<file path="src/rtl/tmr_pkg.sv">
package tmr_pkg;

    typedef enum logic [1:0] {
        MD_TERM   = 2'd0,
        MD_RATE   = 2'd1,
        MD_SQUARE = 2'd2
    } tmr_mode_e;

    typedef enum logic [1:0] {
        AC_LATCH = 2'b00,
        AC_LO    = 2'b01,
        AC_HI    = 2'b10,
        AC_BOTH  = 2'b11
    } tmr_acc_e;

    typedef enum logic [1:0] {
        CH_IDLE  = 2'd0,
        CH_ARMED = 2'd1,
        CH_RUN   = 2'd2
    } tmr_chst_e;

    typedef enum logic {
        BY_LO = 1'b0,
        BY_HI = 1'b1
    } tmr_byte_e;

endpackage

</file>
<file path="src/rtl/tmr_decr.sv">
module tmr_decr #(
    parameter int CNT_W = 16
) (
    input  logic [CNT_W-1:0] val,
    input  logic             bcd,
    output logic [CNT_W-1:0] minus1,
    output logic [CNT_W-1:0] minus2
);
    localparam int DIGITS = CNT_W / 4;

    function automatic logic [CNT_W-1:0] step(input logic [CNT_W-1:0] v, input logic b);
        logic [CNT_W-1:0] r;
        logic             brw;
        if (!b) begin
            r = v - {{(CNT_W-1){1'b0}}, 1'b1};
        end else begin
            r   = v;
            brw = 1'b1;
            for (int d = 0; d < DIGITS; d++) begin
                if (brw) begin
                    if (v[d*4 +: 4] == 4'd0) begin
                        r[d*4 +: 4] = 4'd9;
                    end else begin
                        r[d*4 +: 4] = v[d*4 +: 4] - 4'd1;
                        brw = 1'b0;
                    end
                end
            end
        end
        return r;
    endfunction

    always_comb begin
        minus1 = step(val, bcd);
        minus2 = step(minus1, bcd);
    end

endmodule

</file>
<file path="src/rtl/tmr_ctrl_decode.sv">
module tmr_ctrl_decode
    import tmr_pkg::*;
#(
    parameter int NUM_CH = 3,
    parameter int DATA_W = 8,
    parameter int ADDR_W = 2
) (
    input  logic              clk,
    input  logic              rst_n,
    input  logic              wr_stb,
    input  logic [ADDR_W-1:0] addr,
    input  logic [DATA_W-1:0] wdata,
    output logic [NUM_CH-1:0] prog,
    output logic [NUM_CH-1:0] latch,
    output logic [NUM_CH-1:0] cnt_wr,
    output tmr_mode_e         mode,
    output tmr_acc_e          acc,
    output logic              bcd
);
    localparam logic [ADDR_W-1:0] CTRL_ADDR = ADDR_W'(NUM_CH);

    logic [ADDR_W-1:0] sel;
    logic [2:0]        mbits;
    logic              mode_ok;
    logic              ctrl_wr;

    always_comb begin
        sel     = wdata[DATA_W-1 -: ADDR_W];
        mbits   = wdata[3:1];
        acc     = tmr_acc_e'(wdata[5:4]);
        bcd     = wdata[0];
        ctrl_wr = wr_stb && (addr == CTRL_ADDR);
        mode_ok = (mbits == 3'b000) || mbits[1];
        if (mbits[1]) begin
            mode = mbits[0] ? MD_SQUARE : MD_RATE;
        end else begin
            mode = MD_TERM;
        end
    end

    for (genvar ch = 0; ch < NUM_CH; ch++) begin : g_strobe
        assign prog[ch]   = ctrl_wr && (sel == ADDR_W'(ch)) && (acc != AC_LATCH) && mode_ok;
        assign latch[ch]  = ctrl_wr && (sel == ADDR_W'(ch)) && (acc == AC_LATCH);
        assign cnt_wr[ch] = wr_stb && (addr == ADDR_W'(ch));
    end

    // a control word naming the unused select value reaches no counter
    a_r2_illegal_select: assert property (@(posedge clk) disable iff (!rst_n)
        (ctrl_wr && (sel == {ADDR_W{1'b1}})) |-> ((prog == '0) && (latch == '0)));

    // an unsupported mode code never programs a counter
    a_r4_bad_mode_ignored: assert property (@(posedge clk) disable iff (!rst_n)
        (ctrl_wr && (mbits inside {3'b001, 3'b100, 3'b101})) |-> (prog == '0));

endmodule

</file>
<file path="src/rtl/tmr_channel.sv">
module tmr_channel
    import tmr_pkg::*;
#(
    parameter int CNT_W  = 16,
    parameter int DATA_W = 8
) (
    input  logic              clk,
    input  logic              rst_n,
    input  logic              cw_prog,
    input  logic              cw_latch,
    input  tmr_mode_e         cw_mode,
    input  tmr_acc_e          cw_acc,
    input  logic              cw_bcd,
    input  logic              cnt_wr,
    input  logic              rd_stb,
    input  logic [DATA_W-1:0] wdata,
    input  logic              tick,
    input  logic              gate,
    output logic              out,
    output logic [DATA_W-1:0] rbyte
);
    localparam logic [CNT_W-1:0] TWO = CNT_W'(2);
    localparam logic [CNT_W-1:0] ONE = CNT_W'(1);

    tmr_chst_e         st_q, st_d;
    tmr_mode_e         mode_q;
    tmr_acc_e          acc_q;
    tmr_byte_e         wb_q, rb_q;
    logic              bcd_q;
    logic [CNT_W-1:0]  cnt_q, reload_q, lat_q, new_reload, even_reload, val;
    logic [CNT_W-1:0]  minus1, minus2;
    logic [DATA_W-1:0] lo_q;
    logic              out_q, phase_hi, lat_v;
    logic              cnt_done, load_now, count_now, sq_term;

    tmr_decr #(.CNT_W(CNT_W)) i_decr (
        .val    (cnt_q),
        .bcd    (bcd_q),
        .minus1 (minus1),
        .minus2 (minus2)
    );

    always_comb begin
        cnt_done    = cnt_wr && !cw_prog && ((acc_q != AC_BOTH) || (wb_q == BY_HI));
        load_now    = tick && (st_q == CH_ARMED) && !cnt_done;
        count_now   = tick && gate && (st_q == CH_RUN) && !cnt_done;
        even_reload = {reload_q[CNT_W-1:1], 1'b0};
        sq_term     = (phase_hi && reload_q[0]) ? (cnt_q == '0) : (cnt_q == TWO);
        unique case (acc_q)
            AC_LO:   new_reload = {{DATA_W{1'b0}}, wdata};
            AC_HI:   new_reload = {wdata, {DATA_W{1'b0}}};
            default: new_reload = {wdata, lo_q};
        endcase
    end

    // next-state logic
    always_comb begin
        st_d = st_q;
        unique case (st_q)
            CH_IDLE:  if (cnt_done) st_d = CH_ARMED;
            CH_ARMED: if (tick && !cnt_done) st_d = CH_RUN;
            CH_RUN:   if (cnt_done) st_d = CH_ARMED;
            default:  st_d = CH_IDLE;
        endcase
        if (cw_prog) st_d = CH_IDLE;
    end

    // state register
    always_ff @(posedge clk or negedge rst_n) begin
        if (!rst_n) st_q <= CH_IDLE;
        else        st_q <= st_d;
    end

    // datapath and output register
    always_ff @(posedge clk or negedge rst_n) begin
        if (!rst_n) begin
            mode_q   <= MD_TERM;
            acc_q    <= AC_BOTH;
            bcd_q    <= 1'b0;
            wb_q     <= BY_LO;
            rb_q     <= BY_LO;
            cnt_q    <= '0;
            reload_q <= '0;
            lat_q    <= '0;
            lo_q     <= '0;
            out_q    <= 1'b0;
            phase_hi <= 1'b1;
            lat_v    <= 1'b0;
        end else if (cw_prog) begin
            mode_q <= cw_mode;
            acc_q  <= cw_acc;
            bcd_q  <= cw_bcd;
            out_q  <= (cw_mode != MD_TERM);
            wb_q   <= BY_LO;
            rb_q   <= BY_LO;
            lat_v  <= 1'b0;
        end else begin
            if (cnt_wr) begin
                if ((acc_q == AC_BOTH) && (wb_q == BY_LO)) begin
                    lo_q <= wdata;
                    wb_q <= BY_HI;
                end else begin
                    wb_q     <= BY_LO;
                    reload_q <= new_reload;
                    if (mode_q == MD_TERM) out_q <= 1'b0;
                end
            end
            if (load_now) begin
                cnt_q    <= (mode_q == MD_SQUARE) ? even_reload : reload_q;
                phase_hi <= 1'b1;
                if (mode_q != MD_TERM) out_q <= 1'b1;
            end else if (count_now) begin
                unique case (mode_q)
                    MD_TERM: begin
                        cnt_q <= minus1;
                        if (minus1 == '0) out_q <= 1'b1;
                    end
                    MD_RATE: begin
                        if (cnt_q == ONE) begin
                            cnt_q <= reload_q;
                            out_q <= 1'b1;
                        end else begin
                            cnt_q <= minus1;
                            if (cnt_q == TWO) out_q <= 1'b0;
                        end
                    end
                    MD_SQUARE: begin
                        if (sq_term) begin
                            cnt_q    <= even_reload;
                            phase_hi <= !phase_hi;
                            out_q    <= !phase_hi;
                        end else begin
                            cnt_q <= minus2;
                        end
                    end
                    default: cnt_q <= cnt_q;
                endcase
            end
            if (rd_stb) begin
                if ((acc_q == AC_BOTH) && (rb_q == BY_LO)) begin
                    rb_q <= BY_HI;
                end else begin
                    rb_q  <= BY_LO;
                    lat_v <= 1'b0;
                end
            end
            if (cw_latch && !lat_v) begin
                lat_v <= 1'b1;
                lat_q <= cnt_q;
            end
        end
    end

    // read byte selection
    always_comb begin
        val = lat_v ? lat_q : cnt_q;
        unique case (acc_q)
            AC_HI:   rbyte = val[CNT_W-1 -: DATA_W];
            AC_BOTH: rbyte = (rb_q == BY_HI) ? val[CNT_W-1 -: DATA_W] : val[DATA_W-1:0];
            default: rbyte = val[DATA_W-1:0];
        endcase
    end

    assign out = out_q;

    // with the gate low a running count does not move
    a_r6_gate_hold: assert property (@(posedge clk) disable iff (!rst_n)
        ((st_q == CH_RUN) && !gate) |=> $stable(cnt_q));

    // in mode 0 the output only rises when the count has reached zero
    a_r7_term_rise: assert property (@(posedge clk) disable iff (!rst_n)
        ((mode_q == MD_TERM) && $rose(out_q)) |-> (cnt_q == '0));

    // the mode 2 low pulse ends on the next counting strobe
    a_r8_pulse_one_period: assert property (@(posedge clk) disable iff (!rst_n)
        ((mode_q == MD_RATE) && (st_q == CH_RUN) && !out_q && count_now && !cw_prog) |=> out_q);

    // a running mode 3 count always stays even
    a_r9_square_even: assert property (@(posedge clk) disable iff (!rst_n)
        ((mode_q == MD_SQUARE) && (st_q == CH_RUN)) |-> !cnt_q[0]);

    // a held snapshot is kept until it has been read out
    a_r11_latch_frozen: assert property (@(posedge clk) disable iff (!rst_n)
        (lat_v && !rd_stb && !cw_prog) |=> (lat_v && $stable(lat_q)));

endmodule

</file>
<file path="src/rtl/tri_interval_timer.sv">
module tri_interval_timer
    import tmr_pkg::*;
#(
    parameter int NUM_CH = 3,
    parameter int CNT_W  = 16,
    parameter int DATA_W = 8,
    parameter int ADDR_W = 2
) (
    input  logic              clk,
    input  logic              rst_n,
    input  logic              bus_cs,
    input  logic              bus_wr,
    input  logic              bus_rd,
    input  logic [ADDR_W-1:0] bus_addr,
    input  logic [DATA_W-1:0] bus_wdata,
    output logic [DATA_W-1:0] bus_rdata,
    input  logic [NUM_CH-1:0] cnt_tick,
    input  logic [NUM_CH-1:0] cnt_gate,
    output logic [NUM_CH-1:0] cnt_out
);
    logic [NUM_CH-1:0] prog_v, latch_v, cntwr_v, rd_v;
    tmr_mode_e         cw_mode;
    tmr_acc_e          cw_acc;
    logic              cw_bcd;
    logic [DATA_W-1:0] rbyte [NUM_CH];

    tmr_ctrl_decode #(
        .NUM_CH (NUM_CH),
        .DATA_W (DATA_W),
        .ADDR_W (ADDR_W)
    ) i_decode (
        .clk    (clk),
        .rst_n  (rst_n),
        .wr_stb (bus_cs && bus_wr),
        .addr   (bus_addr),
        .wdata  (bus_wdata),
        .prog   (prog_v),
        .latch  (latch_v),
        .cnt_wr (cntwr_v),
        .mode   (cw_mode),
        .acc    (cw_acc),
        .bcd    (cw_bcd)
    );

    for (genvar ch = 0; ch < NUM_CH; ch++) begin : g_ch
        assign rd_v[ch] = bus_cs && bus_rd && (bus_addr == ADDR_W'(ch));

        tmr_channel #(
            .CNT_W  (CNT_W),
            .DATA_W (DATA_W)
        ) i_channel (
            .clk      (clk),
            .rst_n    (rst_n),
            .cw_prog  (prog_v[ch]),
            .cw_latch (latch_v[ch]),
            .cw_mode  (cw_mode),
            .cw_acc   (cw_acc),
            .cw_bcd   (cw_bcd),
            .cnt_wr   (cntwr_v[ch]),
            .rd_stb   (rd_v[ch]),
            .wdata    (bus_wdata),
            .tick     (cnt_tick[ch]),
            .gate     (cnt_gate[ch]),
            .out      (cnt_out[ch]),
            .rbyte    (rbyte[ch])
        );
    end

    always_comb begin
        bus_rdata = '0;
        for (int c = 0; c < NUM_CH; c++) begin
            if (bus_addr == ADDR_W'(c)) bus_rdata = rbyte[c];
        end
    end

    // at most one counter is touched by any bus write
    a_r2_single_target: assert property (@(posedge clk) disable iff (!rst_n)
        $onehot0(prog_v | latch_v | cntwr_v));

endmodule

</file>
<file path="config.mk">
export PLATFORM = sky130hd
export DESIGN_NAME = tri_interval_timer
export DESIGN_NICKNAME = d
export VERILOG_FILES = /design/src/rtl/tmr_pkg.sv /design/src/rtl/tmr_decr.sv /design/src/rtl/tmr_ctrl_decode.sv /design/src/rtl/tmr_channel.sv /design/src/rtl/tri_interval_timer.sv
export SDC_FILE = /design/constraint.sdc
export NUM_CORES = 1
export LEC_CHECK = 0
export BUFFER_PORTS_ARGS = -buffer_cell sky130_fd_sc_hd__buf_2
export CAP_MARGIN = 0
export CORE_ASPECT_RATIO = 0.5
export CORE_UTILIZATION = 31
export DETAILED_ROUTE_END_ITERATION = 8
export GPL_TIMING_DRIVEN = 0
export PLACE_DENSITY = 0.46
export SETUP_SLACK_MARGIN = 0.2
export SLEW_MARGIN = 30
export SYNTH_ARGS = -nofsm -noshare
export SYNTH_HDL_FRONTEND = slang
export SYNTH_SLANG_ARGS = --single-unit
export TNS_END_PERCENT = 30
</file>
<file path="constraint.sdc">
create_clock -name clk -period 5.08 [get_ports clk]
set_clock_uncertainty 0.2 [all_clocks]
set_input_delay 1.016 -clock clk [delete_from_list [all_inputs] [get_ports clk]]
set_output_delay 1.016 -clock clk [all_outputs]
set_load 0.05 [all_outputs]
</file>
; After elaboration in Yosys (flattened, before gate mapping)
; Cells that the tools add are included.
; W data, S select, Z words.
[totals]
ff_bits = 204
latch_bits = 0
mem_bits_rw = 0
rom_bits = 0
in_bits = 21
memories = 0
[classes]
add_sub_neg = 30
mul = 0
div_mod_pow = 0
n_lt_le_gt_ge = 0
n_eq_ne = 44
shift = 0
muxes = 224
bitwise_logic = 12
n_reduce_logical = 163
[op_table]
columns = op, count
row1 = $mux W16, 21
row2 = $mux W4, 42
row3 = $pmux W16 S3, 3
row4 = $mux W1, 129
row5 = $logic_not A16 Y1, 6
row6 = $logic_not A4 Y1, 24
row7 = $pmux W16 S2, 3
row8 = $sub A16 B1 Y16 const B, 6
row9 = $sub A4 B1 Y4 const B, 24
row10 = $logic_and A1 B1 Y1, 57
row11 = $eq A16 B1 Y1 const B, 3
row12 = $eq A16 B2 Y1 const B, 3
row13 = $mux W8, 6
row14 = $pmux W8 S2, 3
row15 = $reduce_bool A2 Y1, 20
row16 = $eq A2 B2 Y1 const B, 15
row17 = $reduce_and A3 Y1, 9
row18 = $eq A2 B1 Y1 const B, 11
row19 = $mux W2, 11
row20 = $logic_not A2 Y1, 9
row21 = $ne A3 B2 Y1 const B, 6
row22 = $reduce_and A2 Y1, 9
row23 = $logic_not A1 Y1, 12
row24 = $not A1 Y1, 12
row25 = 10 further kinds, 29

; Logic depth before layout (Yosys ltp)
[depth]
depth_word = 22
ltp_mapped = 15
mapped_depth_nobuf = 14

; By module
; From an unflattened synthesis, not the netlist that was laid out.
[unflattened]
hier_cells = 1745
area_unflattened_um2 = 15955.3
[by_module_without_submodules]
columns = module, instances, cells_per_inst, area_each_um2, seq_area_each_um2
row1 = tmr_channel (g_ch[0].i_channel ...), 2, 372, 3910.0, 1705.4
row2 = tmr_channel (g_ch[1].i_channel), 1, 370, 3873.7, 1705.4
row3 = tmr_decr (g_ch[0].i_channel.i_decr ...), 2, 196, 1273.7, 0.0
row4 = tmr_decr (g_ch[2].i_channel.i_decr), 1, 194, 1353.8, 0.0
row5 = tri_interval_timer, 1, 25, 214.0, 0.0
row6 = tmr_ctrl_decode, 1, 20, 146.4, 0.0

; Worst setup path before layout
; OpenSTA, ideal clock, no wires.
[synth_timing]
path_type = input port to output port
from = in bus_addr[0]
to = out bus_rdata[0]
arrival_time_ps = 2721
slack_ps = 1143
path_stages = 4
cell_sequence = clkbuf_1 -> clkbuf_1 -> o21ai_0 -> o21ai_0
[synth_between]
elab_chain_len = 4
elab_cells_between_ends = 6
classes_between = eq/ne (2) / mux (3) / reduce/logical (1)
[synth_lines]
columns = element, line_no
row1 = start: declaration, tri_interval_timer.sv:14  ; input logic [ADDR_W-1:0] bus_addr,
row2 = $logic_not A2 Y1, tri_interval_timer.sv:72  ; if (bus_addr == ADDR_W'(c)) bus_rdata = rbyte[c];
row3 = $mux W8 (2 in a row), tri_interval_timer.sv:72
row4 = $mux W8 (*), tri_interval_timer.sv:72
row5 = end: declaration, tri_interval_timer.sv:16  ; output logic [DATA_W-1:0] bus_rdata,
; Mark *: on every way between the ends. The rest lies on a longest branch, timed or not.

; Worst setup path after layout
[layout_timing]
from = reg g_ch[1].i_channel.lat_v
to = out bus_rdata[1]
[layout_between]
elab_chain_len = 5
[layout_lines]
columns = element, line_no
row1 = start: declaration, tmr_channel.sv:33  ; logic out_q, phase_hi, lat_v;
row2 = start signal: assignment, tmr_channel.sv:88  ; lat_v <= 1'b0;
row3 = start signal: assignment, tmr_channel.sv:96  ; lat_v <= 1'b0;
row4 = start signal: assignment, tmr_channel.sv:144  ; lat_v <= 1'b0;
row5 = $mux W16 (*), tmr_channel.sv:156  ; val = lat_v ? lat_q : cnt_q;
row6 = $mux W8, tmr_channel.sv:159  ; AC_BOTH: rbyte = (rb_q == BY_HI) ? val[CNT_W-1 -: DATA_W] : val[DATA_W-1:0];
row7 = $pmux W8 S2 (*), tmr_channel.sv:157  ; unique case (acc_q)
row8 = $mux W8 (*) (2 in a row), tri_interval_timer.sv:72
; Marks and branches as above.

==> run metrics <==
largest family of logic cells by synthesized area compound AO/OA/AOI/OAI gates; Area contributors post-synth dfrtp_1 (33%), nand2_1 (5.9%), mux2_2 (5.4%); wire per inst ~22 µm; most frequent cell after synthesis nand2_1; routed vias between 10,000 and 15,000; post-route setup slack around 0.33 ns; Synth Cell Area 14,800 µm²; Reg-to-Reg Start g_ch[2].i_channel.cnt_q[0]$_DFFE_PN0P_; HPWL after detailed placement 41,000 µm; crit path launch g_ch[1].i_channel.lat_v$_DFFE_PN0P_; Die H 157 µm; critical setup path kind reg -> out; Synth Area in Simple Gates 22.3%; Final Cell Area 16,600 µm²; GR Overflow Total 0; CP Cell Sequence clkbuf_1 > clkbuf_1 > mux2i_1 > o221ai_1 > o21ai_0 > o21ai_0 > buf_2; worst setup path endpoint bus_rdata[1]; largest net degree at the start of global routing 81; ys flop type dfrtp_1; Final Wtd Congestion just under 1; RSZ-0062 raised after global routing yes; total CTS buffers 23; Mapped Cells 1,791; XOR/XNOR Fraction of Synth Area 2.13%; WP data required 3.86 ns; die extent in x roughly 310 µm; Critical Path Start Type flop; Layout Nets 1,907; adder-cell share of the synthesized area between 3 and 4%; placed inst area 15,900 µm²; starting DRC count in detailed routing between 1,000 and 1,500; port buffer count 28; DR pass1 iterations 6; top cells by count, synth nand2_1 (234), dfrtp_1 (195), o21ai_0 (157); CTS Root Cell clkbuf_16; Worst Hold Class in -> async; EDFF count, synth 0; VDD IR max 0.226 mV; relative slew slack between 30% and 40%; setup bufs post-CTS 0; vias in the first global route 13,500; synthesis-to-layout area growth 12.0%; post-synthesis compound-gate area fraction 22.7%; row count 56; Critical Path End Type primary output; slowest CP cell clkbuf_1; final setup violation count 0; drt drc 0; fin. max-slew vios 0; vias per cell about 5.7; syn_nets 1,851; critical path depth 7; power per cell area 557 nW/µm²; outcome complete, no violations; detailed-route wire length 54,300 µm; GRT Overall Usage 22.2%; Reg2Reg Setup Slack a little over 0.7 ns; crit-path max cell delay 0.69 ns; post-route clock period utilization 93.6%; Final min period 4.75 ns; Die ar. 48,700 µm²; largest area contributor in the netlist dfrtp_1; Detail Route Antenna Nets 0; mux cell area share after synthesis about 10%; Design Power roughly 9 mW; ys async rst share 100%; Core Util, Final 35.3%; io pins 32; Fmax 0.210 GHz; Avg Synthesized Cell Area 8.27 µm²; Leak between 6 and 7 nW; crit path max fanout 10; Hold Buf Count CTS 0; Longest Clk Path Bufs 3; CTS sink cnt slightly above 200; WP data arrival roughly 3.5 ns; htree depth 1; layout cells sized above 1 approximately 11%; core area 47,000 µm²; Final Hold Viols 0; Buf+Inv Stages, Crit Path 3; Fillers roughly 5,000; # Max-Cap Violations 0; CTS tree done; Setup TNS Final 0 ns; post-CTS sizing 0; Yosys reg bits 204; sequential area share after synthesis 34.6%; Initial Util 31.5%; FF-to-FF End g_ch[2].i_channel.cnt_q[15]$_DFFE_PN0P_; top-area cell type share of the netlist area 33.0%; global-route wire length before repair ~84,000 µm; Worst Reg-to-Reg Cells 13; clock latency on the worst-skew pair 0.53 ns; Reg clk slew, reported paths 0.07 ns; synth warn 0; initial antenna violation count 3; Yosys cell types 99; slew at the pin with the worst max-slew slack 1.03 ns; Place WS 0.281 ns; cell family with most CP delay buffers and inverters
==> registers in the layout, summed over array words and instances, names as in the netlist <==
register	cells
g_ch.i_channel.acc_q	6
g_ch.i_channel.cnt_q	48
g_ch.i_channel.wb_q	3
g_ch.i_channel.phase_hi	3
g_ch.i_channel.mode_q	6
g_ch.i_channel.bcd_q	3
g_ch.i_channel.st_q	6
g_ch.i_channel.lo_q	24
g_ch.i_channel.lat_q	48
g_ch.i_channel.rb_q	3
g_ch.i_channel.lat_v	3
g_ch.i_channel.out	3
g_ch.i_channel.reload_q	48
==> layout make-up <==
cell class | count | area (µm²) | area share [%]
plain buffers | 128 | 533 | 3.21
diodes | 1 | 2.50 | 0.0151
multi-input cells | 1411 | 9010 | 54.3
well taps | 638 | 798 | 4.81
inverters | 48 | 180 | 1.09
clock buffers | 31 | 626 | 3.77
clock inverters | 10 | 86.3 | 0.521
repair buffers | 31 | 233 | 1.40
flip-flops and latches | 204 | 5120 | 30.8
==> per-layer routing <==
| metal | share of wire (%) | vias to the layer above | global-route usage (%) |
|---|---|---|---|
| met5 | 0 | - | 0 |
| met4 | 2.2 | 0 | 4.79 |
| met3 | 4.7 | 71 | 2.74 |
| met2 | 45 | 385 | 35.9 |
| met1 | 48 | 7028 | 31.7 |
| li1 | - | 6674 | - |
==> metrics by stage <==
stage,hold WS [ns],instances
floorplan,0.239,1791
global placement,0.258,2457
detailed placement,0.270,2460
CTS,0.112,2501
global route,0.123,2502
finish,0.129,2502
==> cells by family after synthesis <==
family,Yosys count
DFF,204
and+or+nand+nor,672
muxes,142
adders and majority gates,39
xor gates and xnor gates,36
buffers and inverters,176
AOI/OAI and AO/OA,522
==> how the worst min path moves through the flow <==
stage,start,end,slack [ns],cells after the start
finish,rst_n,g_ch[1].i_channel.cnt_q[15]$_DFFE_PN0P_,0.13,1
floorplan,g_ch[1].i_channel.reload_q[13]$_DFFE_PN0P_,g_ch[1].i_channel.reload_q[13]$_DFFE_PN0P_,0.24,2
global placement,g_ch[1].i_channel.reload_q[8]$_DFFE_PN0P_,g_ch[1].i_channel.reload_q[8]$_DFFE_PN0P_,0.26,2
global route,rst_n,g_ch[1].i_channel.cnt_q[13]$_DFFE_PN0P_,0.12,1
detailed placement,g_ch[2].i_channel.lat_q[10]$_DFFE_PN0P_,g_ch[2].i_channel.lat_q[10]$_DFFE_PN0P_,0.27,2
CTS,rst_n,g_ch[1].i_channel.cnt_q[13]$_DFFE_PN0P_,0.11,1
==> layout by cell type, fill, tap and decap left out, drive strengths merged, types with 39 or more instances in the layout <==
master / n
nand2: 234
mux2i: 71
buf: 52
nand3: 71
clkbuf: 138
inv: 47
mux2: 71
a21oi: 116
dfrtp: 195
ha: 39
o21ai: 161
nor2: 146
==> worst reg2reg max path, cell delays in order, from the launching register on <==
cell and delay [ns]:
dfrtp_1 0.43, clkbuf_1 0.28, inv_1 0.24, ha_1 0.19, clkbuf_2 0.25, nand2_1 0.24, a211oi_2 0.43, xor2_1 0.27
a2111oi_4 0.62, and4_1 0.36, a31o_2 0.17, a21oi_1 0.05, a2111oi_0 0.38, a21oi_1 0.13
==> report_power, final <==
group          total (mW)  internal (mW)  switching [mW]
Combinational        4.92           1.68            3.24
Sequential           2.66           2.15           0.518
Clock                1.66          0.918           0.744
Total                9.24           4.74            4.50
No activity file was read; power rests on OpenSTA's default activity.
